$ cat config.mk
export PLATFORM = sky130hd
export DESIGN_NAME = bell_regs
export DESIGN_NICKNAME = d
export VERILOG_FILES = /design/src/rtl/bell_pkg.sv /design/src/rtl/bell_decode.sv /design/src/rtl/bell_core.sv /design/src/rtl/bell_tx.sv /design/src/rtl/bell_regs.sv
export SDC_FILE = /design/constraint.sdc
export NUM_CORES = 1
export LEC_CHECK = 0
export BUFFER_PORTS_ARGS = -buffer_cell sky130_fd_sc_hd__buf_2
export CAP_MARGIN = 30
export CORE_MARGIN = 2
export CORE_UTILIZATION = 30
export CTS_CLUSTER_SIZE = 14
export DETAILED_ROUTE_END_ITERATION = 8
export GPL_TIMING_DRIVEN = 0
export PLACE_DENSITY = 0.62
export SLEW_MARGIN = 20
export SYNTH_ARGS = -nofsm -noshare
export SYNTH_HDL_FRONTEND = slang
export SYNTH_SLANG_ARGS = --single-unit
$ cat constraint.sdc
create_clock -name clk -period 2.4 [get_ports clk]
set_clock_uncertainty 0.15 [all_clocks]
set_input_delay 0 -clock clk [delete_from_list [all_inputs] [get_ports clk]]
set_output_delay 0 -clock clk [all_outputs]
set_load 0.005 [all_outputs]
$ cat src/rtl/bell_pkg.sv
package bell_pkg;

    typedef enum logic [1:0] {
        SZ_BYTE = 2'd0,
        SZ_HALF = 2'd1,
        SZ_WORD = 2'd2,
        SZ_WIDE = 2'd3
    } size_e;

    typedef enum logic [2:0] {
        ACC_IDLE,
        ACC_MASK_WR,
        ACC_STAT_WR,
        ACC_MASK_RD,
        ACC_STAT_RD,
        ACC_BELL,
        ACC_NULL
    } acc_e;

    typedef enum logic {
        TX_IDLE,
        TX_PEND
    } tx_e;

endpackage

$ cat src/rtl/bell_decode.sv
module bell_decode
    import bell_pkg::*;
#(
    parameter int ADDR_W   = 8,
    parameter int MASK_OFS = 0,
    parameter int STAT_OFS = 16,
    parameter int BELL_OFS = 32
) (
    input  logic              req_valid,
    input  logic              req_wr,
    input  logic [1:0]        req_size,
    input  logic [ADDR_W-1:0] req_addr,
    output acc_e              kind
);
    localparam logic [ADDR_W-1:0] MASK_A = ADDR_W'(MASK_OFS);
    localparam logic [ADDR_W-1:0] STAT_A = ADDR_W'(STAT_OFS);
    localparam logic [ADDR_W-1:0] BELL_A = ADDR_W'(BELL_OFS);

    logic [ADDR_W-1:0] even_addr;
    size_e             sz;

    assign even_addr = {req_addr[ADDR_W-1:1], 1'b0};
    assign sz        = size_e'(req_size);

    always_comb begin
        kind = ACC_IDLE;
        if (req_valid) begin
            kind = ACC_NULL;
            unique case (sz)
                SZ_HALF: begin
                    if (req_wr) begin
                        if (even_addr == MASK_A)      kind = ACC_MASK_WR;
                        else if (even_addr == STAT_A) kind = ACC_STAT_WR;
                    end else begin
                        if (req_addr == MASK_A)       kind = ACC_MASK_RD;
                        else if (req_addr == STAT_A)  kind = ACC_STAT_RD;
                    end
                end
                SZ_BYTE: begin
                    if (req_wr && req_addr == BELL_A) kind = ACC_BELL;
                end
                default: kind = ACC_NULL;
            endcase
        end
    end
endmodule

$ cat src/rtl/bell_core.sv
module bell_core
    import bell_pkg::*;
#(
    parameter int DATA_W = 32,
    parameter int REG_W  = 16,
    parameter int MSG_W  = 8
) (
    input  logic              clk,
    input  logic              rst,
    input  acc_e              kind,
    input  logic [DATA_W-1:0] wdata,
    input  logic              rx_valid,
    input  logic [MSG_W-1:0]  rx_data,
    output logic [DATA_W-1:0] rdata,
    output logic [REG_W-1:0]  mask_q,
    output logic [REG_W-1:0]  stat_q,
    output logic              irq_q
);
    logic [REG_W-1:0] mask_d;
    logic [REG_W-1:0] stat_d;

    always_comb begin
        mask_d = mask_q;
        stat_d = stat_q;
        if (kind == ACC_MASK_WR) mask_d = wdata[REG_W-1:0];
        if (rx_valid) begin
            stat_d = REG_W'(rx_data);
        end else if (kind == ACC_STAT_WR) begin
            stat_d = wdata[REG_W-1:0];
        end else if (kind == ACC_STAT_RD) begin
            stat_d = '0;
        end
    end

    always_comb begin
        rdata = '0;
        if (kind == ACC_MASK_RD)      rdata = DATA_W'(mask_q);
        else if (kind == ACC_STAT_RD) rdata = DATA_W'(stat_q);
    end

    always_ff @(posedge clk) begin
        if (rst) begin
            mask_q <= '0;
            stat_q <= '0;
            irq_q  <= 1'b0;
        end else begin
            mask_q <= mask_d;
            stat_q <= stat_d;
            irq_q  <= |(mask_d & stat_d);
        end
    end
endmodule

$ cat src/rtl/bell_tx.sv
module bell_tx
    import bell_pkg::*;
#(
    parameter int MSG_W = 8
) (
    input  logic             clk,
    input  logic             rst,
    input  logic             ring,
    input  logic [MSG_W-1:0] ring_data,
    input  logic             tx_ready,
    output logic             tx_valid,
    output logic [MSG_W-1:0] tx_data,
    output logic             overflow
);
    tx_e              state_q, state_d;
    logic [MSG_W-1:0] data_q;
    logic             ovf_q;

    always_ff @(posedge clk) begin
        if (rst) begin
            state_q <= TX_IDLE;
            data_q  <= '0;
            ovf_q   <= 1'b0;
        end else begin
            state_q <= state_d;
            if (state_q == TX_IDLE && ring) data_q <= ring_data;
            if (state_q == TX_PEND && ring) ovf_q  <= 1'b1;
        end
    end

    always_comb begin
        state_d = state_q;
        unique case (state_q)
            TX_IDLE: if (ring)     state_d = TX_PEND;
            TX_PEND: if (tx_ready) state_d = TX_IDLE;
            default:               state_d = TX_IDLE;
        endcase
    end

    always_comb begin
        tx_valid = (state_q == TX_PEND);
        tx_data  = data_q;
        overflow = ovf_q;
    end
endmodule

$ cat src/rtl/bell_regs.sv
module bell_regs
    import bell_pkg::*;
#(
    parameter int ADDR_W   = 8,
    parameter int DATA_W   = 32,
    parameter int REG_W    = 16,
    parameter int MSG_W    = 8,
    parameter int MASK_OFS = 0,
    parameter int STAT_OFS = 16,
    parameter int BELL_OFS = 32
) (
    input  logic              clk,
    input  logic              rst,
    input  logic              req_valid,
    input  logic              req_wr,
    input  logic [1:0]        req_size,
    input  logic [ADDR_W-1:0] req_addr,
    input  logic [DATA_W-1:0] req_wdata,
    output logic [DATA_W-1:0] rsp_rdata,
    output logic              tx_valid,
    output logic [MSG_W-1:0]  tx_data,
    input  logic              tx_ready,
    input  logic              rx_valid,
    input  logic [MSG_W-1:0]  rx_data,
    output logic              irq,
    output logic              tx_overflow
);
    acc_e             kind;
    logic [REG_W-1:0] mask_q;
    logic [REG_W-1:0] stat_q;

    bell_decode #(
        .ADDR_W(ADDR_W), .MASK_OFS(MASK_OFS),
        .STAT_OFS(STAT_OFS), .BELL_OFS(BELL_OFS)
    ) u_dec (
        .req_valid(req_valid), .req_wr(req_wr), .req_size(req_size),
        .req_addr(req_addr), .kind(kind)
    );

    bell_core #(.DATA_W(DATA_W), .REG_W(REG_W), .MSG_W(MSG_W)) u_core (
        .clk(clk), .rst(rst), .kind(kind), .wdata(req_wdata),
        .rx_valid(rx_valid), .rx_data(rx_data), .rdata(rsp_rdata),
        .mask_q(mask_q), .stat_q(stat_q), .irq_q(irq)
    );

    bell_tx #(.MSG_W(MSG_W)) u_tx (
        .clk(clk), .rst(rst), .ring(kind == ACC_BELL),
        .ring_data(req_wdata[MSG_W-1:0]), .tx_ready(tx_ready),
        .tx_valid(tx_valid), .tx_data(tx_data), .overflow(tx_overflow)
    );
endmodule

==> results.ini <==
[clock_network]
path_clk_slew_ns = 0.08
insertion_delay_ns = 0.30
root_buffer = clkbuf_8
cts.sinks = 43
cts-buffers-inserted = 5
htree_levels = 2
tritoncts = done
clock_path_buffers = 2

[drt]
remaining_drc_errors = 0
viasPerCell = 5.01
routed_wl_um = 7520
drtIter0Drc = 216
postRouteAntennaNets = 0
first_pass_iters = 4
wl_per_cell_um = 15.0
routed-via-count = 2514

[place]
dp_cells = 467
gp_congestion = 0.909
dpl_worst_slack_ns = -0.289
placed_cell_area_mm2 = 0.00293
portBuffers = 65
dp.final_hpwl_um = 5530

[synth]
yosysSeqAreaShare_pct = 35.6
ys_top_cells_by_area = dfxtp_1 (36%), mux2i_1 (7.4%), buf_4 (5.0%)
syn_avg_cell_area_um2 = 8.49
synth-async-reset-ratio_pct = 0
ys.flop_type = dfxtp_1
netlist.area_leader.share_pct = 35.6
syn_inst = 285
syn_area_mm2 = 0.00242
ys_types = 54
synth-seq-cells = 43
yosys_warnings = 0
synth_top_area_cell = dfxtp_1
synth_edf_count = 0

[final_layout]
final_nets = 455
final_cell_mix = buf_2 (68), dfxtp_1 (43), nor2_1 (32)
final_area_mm2 = 0.00336
mostFrequentLayoutCell = buf_2
syn2layout_area_growth_pct = 38.8
antenna_cells = 0
fin_cells = 502
drive_above_1_share_pct = 30.0

[sta]
slew_viol_final = 0
setup_tns_ns = 0
finalSetupViolCount = 0
tightest_slew_ns = 0.613
relSlewSlack_pct = 59.1
rsz0062_at_grt = no
post-route-min-period_ns = 2.13
fin_crit_sh_pct = 88.8
final_hold_viol_count = 0
max_freq_ghz = 0.469
fin_ws_ns = 0.268

[worst_setup_path]
crit_path_start_kind = primary input
critPathSlowestCell = or3_2
cp_max_fo = 10
required_ns = 2.25
crit_top_cell = buf_2
cp_top_family = simple AND/OR/NAND/NOR gates
worst-path-buf-inv = 3
worstSetupEndpointType = primary output
critPathMaxStageDelay_ns = 0.56
worstPathCellList = buf_2 -> nor4b_2 -> nand2_1 -> or3_2 -> clkbuf_1 -> o21ai_0 -> buf_2
worstSetupPathType = in -> out
cp.arrival_ns = 1.98

[outcome]
outcome = finished, final reports clean

[worst_hold_path]
min_path_type = in -> reg

[global_route]
grt_pass1_vias = 2392
overflow = 0
grt_max_degree = 14
grt_pass1_wl_um = 11900
grtUsageTotal_pct = 17.2
antenna_found_initial = 0

[floorplanning]
coreArea_mm2 = 0.00777
io-pin-count = 99
die_x_um = 93.8
rows = 32
start_util_pct = 31.1
die_y_um = 93.8
dieArea_mm2 = 0.00880

[power]
power.total_mw = 1.59
leakage_nw = 1.38
ir_drop_mv = 0.304
p_per_area_mw_per_mm2 = 473

[job]
maxCapViolations = 0

-- layer usage --
layer / vias up / GRT usage, % / wire length, um
li1: 1237 / - / -
met5: - / 0 / 0
met1: 1184 / 23.5 / 3460
met3: 5 / 3.21 / 476
met2: 88 / 28.5 / 3530
met4: 0 / 2.90 / 58
-- cells by family (layout without fill, tap and decap cells) --
group	Yosys count	in the layout	share of synthesized area, %
other	1	16	0.155
flip-flops	43	43	35.6
AO/OA/AOI/OAI	85	85	25.5
buffers and inverters	43	143	11.3
AND/OR/NAND/NOR	95	95	20.0
multiplexers	18	18	7.45
-- stage by stage --
step | utilization [%] | hold WS, ns
after floorplan | - | -0.0170
final | 43.2 | 0.0290
after detailed placement | 37.7 | 0.0937
after global routing | 43.2 | 0.124
after global placement | 37.7 | 0.0886
after CTS | 42.9 | 0.0347
-- cells in the mapped netlist, types with 2 or more instances --
master	instances
or4b_4	2
and3b_1	2
buf_4	16
buf_2	3
nor3_1	5
a22o_1	13
clkbuf_1	11
or3_2	2
o21ai_0	16
nor2b_1	2
nand3_1	11
inv_1	7
or2_2	2
nand3b_1	2
nor2_1	32
a21oi_1	19
nand2_1	24
a31oi_1	2
mux2i_1	18
nand2b_1	2
clkbuf_8	4
o21a_1	3
o22ai_1	3
dfxtp_1	43
a211o_2	2
nor3b_1	3
o221ai_1	5
a221oi_1	3
o211ai_1	3
-- report_power, final --
group | internal [mW] | switching [mW] | total (mW) | leakage (nW)
logic | 0.0941 | 0.0901 | 0.184 | 0.970
registers | 0.721 | 0.00398 | 0.725 | 0.348
clock network | 0.416 | 0.262 | 0.678 | 0.0654
total | 1.23 | 0.356 | 1.59 | 1.38
-- sequential cells by signal (all words and copies together) (netlist names) --
signal / flops
u_core.irq_q: 1
u_core.stat_q: 16
u_tx.tx_data: 8
u_tx.overflow: 1
u_tx.tx_valid: 1
u_core.mask_q: 16
-- worst paths after layout --
kind	start	to	slack [ns]	cells after the start
max	req_addr[6]	rsp_rdata[13]	0.27	7
min	req_addr[5]	u_tx.overflow	0.03	4
max reg2reg	u_core.mask_q[8]	u_core.irq_q	0.56	7
min reg2reg	u_core.stat_q[11]	u_core.stat_q[11]	0.32	2
-- final cells by class --
cell class,instances,area [um^2]
clock buffers,6,72.6
multi-input cells,214,1360
inverters,7,26.3
repair buffers,93,603
flip-flops and latches,43,861
clock inverters,2,60.1
fillers,791,4410
plain buffers,35,246
well taps,102,128
-- worst min-delay path, stage by stage --
cell and delay, ns:
buf_2 0.11, and4b_1 0.20, a21oi_1 0.07, nor2_1 0.07
-- what timing repair did --
item,in CTS,in global routing
buffers inserted,0,1
hold buffers,27,0
resized for setup,3,5
setup endpoints to repair,13,11
endpoints found under the hold margin,42,0
pin swaps,0,1
Power figures use the tool's default switching activity.
